**src/rtl/sis_pkg.sv**
```systemverilog
package sis_pkg;
  typedef enum logic [2:0] {
    CMD_NONE   = 3'd0,
    CMD_DIR_DN = 3'd1,
    CMD_DIR_UP = 3'd2,
    CMD_IE_ON  = 3'd3,
    CMD_IE_OFF = 3'd4,
    CMD_STEP   = 3'd5
  } sis_cmd_e;

  typedef enum logic [1:0] {
    SZ_BYTE = 2'd0,
    SZ_HALF = 2'd1,
    SZ_WORD = 2'd2,
    SZ_NONE = 2'd3
  } sis_size_e;

  function automatic logic [2:0] step_bytes(input logic [1:0] sz);
    case (sz)
      SZ_BYTE: step_bytes = 3'd1;
      SZ_HALF: step_bytes = 3'd2;
      SZ_WORD: step_bytes = 3'd4;
      default: step_bytes = 3'd0;
    endcase
  endfunction
endpackage

```
**src/rtl/sis_flag_ctl.sv**
```systemverilog
module sis_flag_ctl
  import sis_pkg::*;
(
  input  logic       clk_i,
  input  logic       rst_ni,
  input  logic [2:0] cmd_i,
  input  logic       irq_i,
  output logic       dir_o,
  output logic       ie_o,
  output logic       irq_o
);
  logic dir_q, ie_q;

  always_ff @(posedge clk_i or negedge rst_ni) begin
    if (!rst_ni) begin
      dir_q <= 1'b0;
      ie_q  <= 1'b0;
    end else begin
      case (cmd_i)
        CMD_DIR_DN: dir_q <= 1'b1;
        CMD_DIR_UP: dir_q <= 1'b0;
        CMD_IE_ON:  ie_q  <= 1'b1;
        CMD_IE_OFF: ie_q  <= 1'b0;
        default: ;
      endcase
    end
  end

  assign dir_o = dir_q;
  assign ie_o  = ie_q;
  assign irq_o = irq_i & ie_q;
endmodule

```
**src/rtl/sis_idx_ptr.sv**
```systemverilog
module sis_idx_ptr #(
  parameter int IDX_W = 16,
  parameter int AMT_W = 3
) (
  input  logic             clk_i,
  input  logic             rst_ni,
  input  logic             step_i,
  input  logic             dec_i,
  input  logic [AMT_W-1:0] amt_i,
  output logic [IDX_W-1:0] idx_o
);
  logic [IDX_W-1:0] idx_q, idx_d, amt_ext;

  assign amt_ext = IDX_W'(amt_i);

  always_comb begin
    idx_d = idx_q;
    if (step_i) idx_d = dec_i ? idx_q - amt_ext : idx_q + amt_ext;
  end

  always_ff @(posedge clk_i or negedge rst_ni) begin
    if (!rst_ni) idx_q <= '0;
    else         idx_q <= idx_d;
  end

  assign idx_o = idx_q;
endmodule

```
**src/rtl/sis_addr_gen.sv**
```systemverilog
module sis_addr_gen #(
  parameter int SEG_W   = 16,
  parameter int IDX_W   = 16,
  parameter int ADDR_W  = 20,
  parameter int SEG_SHL = 4
) (
  input  logic [SEG_W-1:0]  seg_i,
  input  logic [IDX_W-1:0]  off_i,
  output logic [ADDR_W-1:0] addr_o
);
  localparam int BASE_W = SEG_W + SEG_SHL;
  localparam int W0     = (BASE_W > IDX_W) ? BASE_W : IDX_W;
  localparam int SUM_W  = ((W0 + 1) > ADDR_W) ? (W0 + 1) : ADDR_W;

  logic [SUM_W-1:0] base, sum;

  assign base   = SUM_W'({seg_i, {SEG_SHL{1'b0}}});
  assign sum    = base + SUM_W'(off_i);
  assign addr_o = sum[ADDR_W-1:0];
endmodule

```
**src/rtl/str_idx_unit.sv**
```systemverilog
module str_idx_unit
  import sis_pkg::*;
#(
  parameter int IDX_W   = 16,
  parameter int SEG_W   = 16,
  parameter int ADDR_W  = 20,
  parameter int SEG_SHL = 4
) (
  input  logic              clk_i,
  input  logic              rst_ni,
  input  logic [2:0]        cmd_i,
  input  logic [1:0]        size_i,
  input  logic [SEG_W-1:0]  ds_seg_i,
  input  logic [SEG_W-1:0]  es_seg_i,
  input  logic              irq_i,
  output logic              dir_o,
  output logic              ie_o,
  output logic              irq_o,
  output logic [IDX_W-1:0]  src_idx_o,
  output logic [IDX_W-1:0]  dst_idx_o,
  output logic [ADDR_W-1:0] src_addr_o,
  output logic [ADDR_W-1:0] dst_addr_o
);
  localparam int N_PTR = 2;  // 0: read/data seg, 1: write/extra seg
  localparam int AMT_W = 3;

  logic             dir;
  logic             do_step;
  logic [AMT_W-1:0] amt;
  logic [SEG_W-1:0]  seg  [N_PTR];
  logic [IDX_W-1:0]  idx  [N_PTR];
  logic [ADDR_W-1:0] addr [N_PTR];

  sis_flag_ctl u_flags (
    .clk_i  (clk_i),
    .rst_ni (rst_ni),
    .cmd_i  (cmd_i),
    .irq_i  (irq_i),
    .dir_o  (dir),
    .ie_o   (ie_o),
    .irq_o  (irq_o)
  );

  assign amt     = step_bytes(size_i);
  assign do_step = (cmd_i == CMD_STEP) && (amt != '0);

  assign seg[0] = ds_seg_i;
  assign seg[1] = es_seg_i;

  for (genvar g = 0; g < N_PTR; g++) begin : g_ptr
    sis_idx_ptr #(.IDX_W(IDX_W), .AMT_W(AMT_W)) u_ptr (
      .clk_i  (clk_i),
      .rst_ni (rst_ni),
      .step_i (do_step),
      .dec_i  (dir),
      .amt_i  (amt),
      .idx_o  (idx[g])
    );
    sis_addr_gen #(.SEG_W(SEG_W), .IDX_W(IDX_W), .ADDR_W(ADDR_W), .SEG_SHL(SEG_SHL)) u_agen (
      .seg_i  (seg[g]),
      .off_i  (idx[g]),
      .addr_o (addr[g])
    );
  end

  assign dir_o      = dir;
  assign src_idx_o  = idx[0];
  assign dst_idx_o  = idx[1];
  assign src_addr_o = addr[0];
  assign dst_addr_o = addr[1];
endmodule

```
**config.mk**
```make
export PLATFORM = sky130hd
export DESIGN_NAME = str_idx_unit
export DESIGN_NICKNAME = d
export VERILOG_FILES = /design/src/rtl/sis_pkg.sv /design/src/rtl/sis_flag_ctl.sv /design/src/rtl/sis_idx_ptr.sv /design/src/rtl/sis_addr_gen.sv /design/src/rtl/str_idx_unit.sv
export SDC_FILE = /design/constraint.sdc
export NUM_CORES = 1
export LEC_CHECK = 0
export ABC_AREA = 1
export CORE_ASPECT_RATIO = 2
export CORE_MARGIN = 2
export CORE_UTILIZATION = 45
export DETAILED_ROUTE_END_ITERATION = 6
export PLACE_DENSITY = 0.75
export REMOVE_ABC_BUFFERS = 1
export SLEW_MARGIN = 5
export SYNTH_ARGS = -nofsm -noshare
export SYNTH_HDL_FRONTEND = slang
export SYNTH_SLANG_ARGS = --single-unit
```
**constraint.sdc**
```tcl
create_clock -name clk_i -period 5 [get_ports clk_i]
set_input_delay 1 -clock clk_i [delete_from_list [all_inputs] [get_ports clk_i]]
set_output_delay 1 -clock clk_i [all_outputs]
set_load 0.005 [all_outputs]
```
; ---- Word-level counts from Yosys, hierarchy flattened
; Cells that the tools add are included.
[totals]
input_bits = 40
output_inout_bits = 75
rom_bits = 0
register_bits = 34
latchBits = 0
n_memories = 0
ramBits = 0
word_cells = 28
[classes]
n_eq_ne = 7
muxes = 5
add_sub_neg = 6
mul = 0
n_lt_le_gt_ge = 0
n_bitwise = 1
shift = 0
reduce_logical = 5
div = 0
[op_table]
columns = operator, count
row1 = adder 20 x 16 -> 20 bit, 2
row2 = adder 16 x 3 -> 16 bit, 2
row3 = 2-to-1 mux 16 bit, 2
row4 = subtractor 16 x 3 -> 16 bit, 2
row5 = one-hot mux 3 bit (3 select lines), 1
row6 = "== test 3 x 2 -> 1 bit, second input constant", 2
row7 = "== test 3 bit, second input constant", 2
row8 = one-hot mux 1 bit (2 select lines), 2
row9 = nonzero test 2 bit, 2
row10 = "== test 3 x 1 -> 1 bit, second input constant", 1
row11 = nonzero test 3 bit, 1
row12 = "== test 2 x 1 -> 1 bit, second input constant", 1
row13 = "== test 2 bit, second input constant", 1
row14 = zero test 2 bit, 1
row15 = bitwise AND 1 bit, 1
row16 = logical AND 1 bit, 1

; ---- Longest topological paths before layout
[logic_depth]
depth_word = 4
mapped_depth = 15
ltp_nobuf = 15

; ---- By module
; Synthesis repeated with hierarchy kept, for this count alone.
[unflattened]
cells_unflattened = 884
hier_area_um2 = 5156.2
[by_module_without_submodules]
columns = mod, seq_area_each_um2, n_inst, cells_each, area_per_inst_um2
row1 = sis_idx_ptr at g_ptr[0].u_ptr, 400.4, 1, 261, 1645.3
row2 = sis_idx_ptr at g_ptr[1].u_ptr, 400.4, 1, 261, 1626.6
row3 = sis_addr_gen at g_ptr[0].u_agen, 0.0, 1, 168, 877.1
row4 = sis_addr_gen at g_ptr[1].u_agen, 0.0, 1, 168, 862.1
row5 = sis_flag_ctl, 50.0, 1, 16, 106.4
row6 = str_idx_unit, 0.0, 1, 10, 38.8

; ---- Worst setup path after synthesis
; No wires, ideal clock.
[synth_timing]
path_type = input port to output port
from = input es_seg_i[0]
to = output dst_addr_o[14]
slack_ns = 1.651
arrival_ns = 2.349
stages = 8
t_required_ns = 4.000
path_cell_list = ha_1 > fa_1 > nand3_1 > nand2_1 > a21boi_2 > o21ai_1 > a21oi_1 > xor2_1
[synth_via]
elab_chain_len = 1
[synth_rtl]
columns = item, line
row1 = "start, declared", str_idx_unit.sv:14  ; input logic [SEG_W-1:0] es_seg_i,
row2 = adder 20 x 16 -> 20 bit, sis_addr_gen.sv:18  ; assign sum = base + SUM_W'(off_i);
row3 = "end, declared", str_idx_unit.sv:22  ; output logic [ADDR_W-1:0] dst_addr_o
; No other way between the ends.

; ---- Worst setup path after layout
; Ends and elaborated chain as after synthesis.

==> load_flow_metrics.sql <==
INSERT INTO impl_metrics (metric_group, metric, value, unit) VALUES
('place', 'dpl-instance-area', '5420', 'sq um'),
('floorplanning', 'ioPinCount', '115', ''),
('sta', 'timing_worst_slew_pin_value', '0.6644', 'ns'),
('critical_path', 'r2r_path_end', 'g_ptr[1].u_ptr.idx_o[8]', ''),
('sta', 'final.setup.tns', '0', 'ns'),
('yosys', 'ys_seq_area_frac', '0.2018', ''),
('place', 'hpwlAfterDp', '10.03', 'mm'),
('global_routing', 'total_global_routing_track_utilization', '0.2516', ''),
('place', 'post-place-ws', '0.5248', 'ns'),
('critical_path', 'worstSetupEndpoint', 'dst_addr_o[14]', ''),
('cts', 'clk_path_buf_depth', '2', ''),
('global_routing', 'first_global_vias', '4727', ''),
('yosys', 'synth_area', '4217', 'sq um'),
('cells_and_area', 'ff_latch_area', '850.8', 'sq um'),
('floorplanning', 'fp-row-count', '50', ''),
('cells_and_area', 'highest_count_cells_in_the_layout_ignoring_fill_and_taps', 'sky130_fd_sc_hd__nand2_1 (175), sky130_fd_sc_hd__clkdlybuf4s50_1 (114), sky130_fd_sc_hd__inv_1 (56)', ''),
('global_routing', 'grt_first_pass_wirelength', '20.51', 'mm'),
('cells_and_area', 'final_net_count', '825', ''),
('cells_and_area', 'most_common_library_cell_in_the_layout_ignoring_fill_and_taps', 'sky130_fd_sc_hd__nand2_1', ''),
('cts', 'clk_pin_slew_worst_paths', '0.05', 'ns'),
('sta', 'min_period_over_period', '0.8955', ''),
('cells_and_area', 'multi_input_area', '3043', 'sq um'),
('critical_path', 'path_cells', 'clkdlybuf4s50_1 -> ha_1 -> fa_1 -> nand3_1 -> nand2_1 -> a21boi_2 -> o21ai_1 -> a21oi_1 -> xor2_1 -> clkdlybuf4s50_1', ''),
('cells_and_area', 'final_cell_area', '5568', 'sq um'),
('cts', 'cts_repair_resize_count', '0', ''),
('floorplanning', 'chipWidth', '72.45', 'um'),
('global_routing', 'grt_start_max_net_pins', '41', ''),
('routing', 'detail_route.wirelength', '12.31', 'mm'),
('critical_path', 'path_max_fanout', '3', ''),
('job', 'cap_violations', '0', ''),
('routing', 'drcViolationCount', '0', ''),
('cts', 'cts_htree_levels', '2', ''),
('floorplanning', 'total_die_area', '10210', 'sq um'),
('critical_path', 'critical-path-top-delay-family', 'buffers and inverters', ''),
('place', 'port_buffers', '114', ''),
('routing', 'count_of_antenna_violating_nets_left_after_detailed_routing', '0', ''),
('critical_path', 'worst_setup_path_startpoint', 'es_seg_i[0]', ''),
('critical_path', 'critical_path_source_type', 'primary input', ''),
('sta', 'fmaxAchievable', '223.3', 'MHz'),
('cts', 'worst_skew_pair.late_latency', '0.28', 'ns'),
('yosys', 'count_of_synthesis_stage_warnings_from_yosys', '0', ''),
('critical_path', 'timing.rr.start', 'u_flags.dir_o', ''),
('status', 'outcome', 'complete, no violations', ''),
('floorplanning', 'core_region_area', '9259', 'sq um'),
('global_routing', 'antenna_found_initial', '0', ''),
('pwr', 'power_leakage', '2.768', 'nW'),
('sta', 'post-route-worst-setup-slack', '0.5225', 'ns'),
('cells_and_area', 'antenna_cells', '0', ''),
('cts', 'clock_sinks', '34', ''),
('pwr', 'power.density', '705.9', 'nW/um^2'),
('sta', 'rsz_0062_raised_after_global_routing', 'no', ''),
('critical_path', 'crit_path_top_delay_cell', 'sky130_fd_sc_hd__clkdlybuf4s50_1', ''),
('cts', 'cts_hold_buf', '0', ''),
('cts', 'cts_buf_count', '5', ''),
('critical_path', 'worstSetupEndpointType', 'output port', ''),
('routing', 'initialDrtViolationCount', '179', ''),
('cts', 'cts_setup_buffers', '0', ''),
('yosys', 'netlist_instances', '619', ''),
('critical_path', 'worstRegToRegCells', '13', ''),
('critical_path', 'crit_buf_inv', '2', ''),
('routing', 'detail_route.vias_per_cell', '5.468', ''),
('sta', 'timing_hold_violations_final', '0', ''),
('critical_path', 'timing.critical_path.slowest_cell_delay', '0.53', 'ns'),
('critical_path', 'worstSetupPathDepth', '10', ''),
('routing', 'drt_pre_antenna_iters', '4', ''),
('critical_path', 'crit_arrival', '3.48', 'ns'),
('place', 'place_inst', '826', ''),
('critical_path', 'worst_ep_required_time', '4.00', 'ns'),
('pwr', 'vdd_ir_drop_max', '0.3125', 'mV'),
('critical_path', 'crit_top_cell', 'sky130_fd_sc_hd__clkdlybuf4s50_1', ''),
('cts', 'clock-root-buffer', 'sky130_fd_sc_hd__clkbuf_16', '');
==> worst min-delay path, stage by stage, from the launching register on <==
cell and delay (ns):
sky130_fd_sc_hd__dfrtp_1 0.36, sky130_fd_sc_hd__o21ai_0 0.10, sky130_fd_sc_hd__inv_1 0.05
==> metal layers <==
| layer | track usage | part of all wire | vias up |
|---|---|---|---|
| met3 | 0.02788 | 0.030 | 31 |
| met5 | 0 | 0 | - |
| met1 | 0.2399 | 0.36 | 2143 |
| met4 | 0.1092 | 0.034 | 0 |
| met2 | 0.5089 | 0.58 | 106 |
| li1 | - | - | 2280 |
==> power by group <==
part           switching [mW]  internal, mW  leakage [nW]
clock network           0.125         0.198        0.0739
logic                    1.55          1.48          2.28
registers               0.175         0.399         0.417
total                    1.85          2.08          2.77
==> cells in the mapped netlist <==
| cell | instances | area (sq um) |
|---|---|---|
| sky130_fd_sc_hd__a211oi_1 | 1 | 7.510 |
| sky130_fd_sc_hd__a21boi_1 | 1 | 7.510 |
| sky130_fd_sc_hd__a21boi_2 | 1 | 11.26 |
| sky130_fd_sc_hd__a21o_1 | 8 | 60.06 |
| sky130_fd_sc_hd__a21oi_1 | 42 | 210.2 |
| sky130_fd_sc_hd__a21oi_2 | 4 | 35.03 |
| sky130_fd_sc_hd__a21oi_4 | 1 | 16.27 |
| sky130_fd_sc_hd__a31oi_1 | 3 | 18.77 |
| sky130_fd_sc_hd__buf_2 | 3 | 15.01 |
| sky130_fd_sc_hd__buf_4 | 9 | 67.56 |
| sky130_fd_sc_hd__clkbuf_1 | 2 | 7.510 |
| sky130_fd_sc_hd__clkinv_1 | 1 | 3.750 |
| sky130_fd_sc_hd__dfrtp_1 | 34 | 850.8 |
| sky130_fd_sc_hd__fa_1 | 2 | 40.04 |
| sky130_fd_sc_hd__ha_1 | 54 | 675.7 |
| sky130_fd_sc_hd__inv_1 | 56 | 210.2 |
| sky130_fd_sc_hd__inv_2 | 5 | 18.77 |
| sky130_fd_sc_hd__nand2_1 | 175 | 656.9 |
| sky130_fd_sc_hd__nand2_2 | 7 | 43.79 |
| sky130_fd_sc_hd__nand2_4 | 3 | 33.78 |
| sky130_fd_sc_hd__nand3_1 | 52 | 260.3 |
| sky130_fd_sc_hd__nand3_2 | 2 | 20.02 |
| sky130_fd_sc_hd__nand3b_1 | 5 | 37.54 |
| sky130_fd_sc_hd__nand4_1 | 5 | 31.28 |
| sky130_fd_sc_hd__nor2_1 | 39 | 146.4 |
| sky130_fd_sc_hd__nor2_2 | 1 | 6.260 |
| sky130_fd_sc_hd__nor3_1 | 8 | 40.04 |
| sky130_fd_sc_hd__nor3_2 | 1 | 10.01 |
| sky130_fd_sc_hd__nor4_1 | 2 | 12.51 |
| sky130_fd_sc_hd__o2111ai_1 | 1 | 8.760 |
| sky130_fd_sc_hd__o21a_1 | 1 | 7.510 |
| sky130_fd_sc_hd__o21ai_0 | 22 | 110.1 |
| sky130_fd_sc_hd__o21ai_1 | 10 | 50.05 |
| sky130_fd_sc_hd__o21ai_2 | 4 | 35.03 |
| sky130_fd_sc_hd__o21bai_1 | 10 | 75.07 |
| sky130_fd_sc_hd__o22ai_1 | 1 | 6.260 |
| sky130_fd_sc_hd__or2_0 | 1 | 6.260 |
| sky130_fd_sc_hd__or2_1 | 2 | 12.51 |
| sky130_fd_sc_hd__xnor2_1 | 12 | 105.1 |
| sky130_fd_sc_hd__xor2_1 | 28 | 245.2 |
==> per-stage QoR <==
step | utilization | power, mW | hold WS (ns)
after floorplan | - | 2.356 | 0.5126
after global placement | 0.5854 | 3.540 | 0.5152
after detailed placement | 0.5854 | 3.602 | 0.5371
after CTS | 0.6014 | 3.938 | 0.5530
after global routing | 0.6014 | 4.324 | 0.5736
final | 0.6014 | 3.930 | 0.5443
==> state kept, by name, summed over array words and instances, names as in the netlist <==
name and flops:
u_flags.ie_o 1, u_flags.dir_o 1, g_ptr.u_ptr.idx_o 32
==> area by class of cell <==
type | count | area share
inverters | 62 | 0.04180
clock inverters | 1 | 0.0008989
clock buffers | 7 | 0.02562
flip-flops and latches | 34 | 0.1528
repair buffers | 117 | 0.2090
multi-input cells | 509 | 0.5465
well taps | 104 | 0.02337
==> cell families after synthesis <==
group / after synthesis / share of synthesized area
buffers and inverters: 76 / 0.07656
AND/OR/NAND/NOR: 303 / 0.3125
XOR/XNOR: 40 / 0.08309
AO/OA/AOI/OAI: 110 / 0.1564
flip-flops: 34 / 0.2018
adder cells (fa/ha/maj): 56 / 0.1697
==> how the worst min path moves through the flow <==
stage / from / to / slack, ns / depth (start not counted)
after floorplan: u_flags.ie_o / u_flags.ie_o / 0.51 / 2
after global placement: u_flags.ie_o / u_flags.ie_o / 0.52 / 2
after detailed placement: g_ptr[0].u_ptr.idx_o[15] / g_ptr[0].u_ptr.idx_o[15] / 0.54 / 2
after CTS: g_ptr[0].u_ptr.idx_o[15] / g_ptr[0].u_ptr.idx_o[15] / 0.55 / 2
after global routing: g_ptr[0].u_ptr.idx_o[15] / g_ptr[0].u_ptr.idx_o[15] / 0.57 / 2
final: u_flags.ie_o / u_flags.ie_o / 0.54 / 2
(Power assumes the default switching activity.)
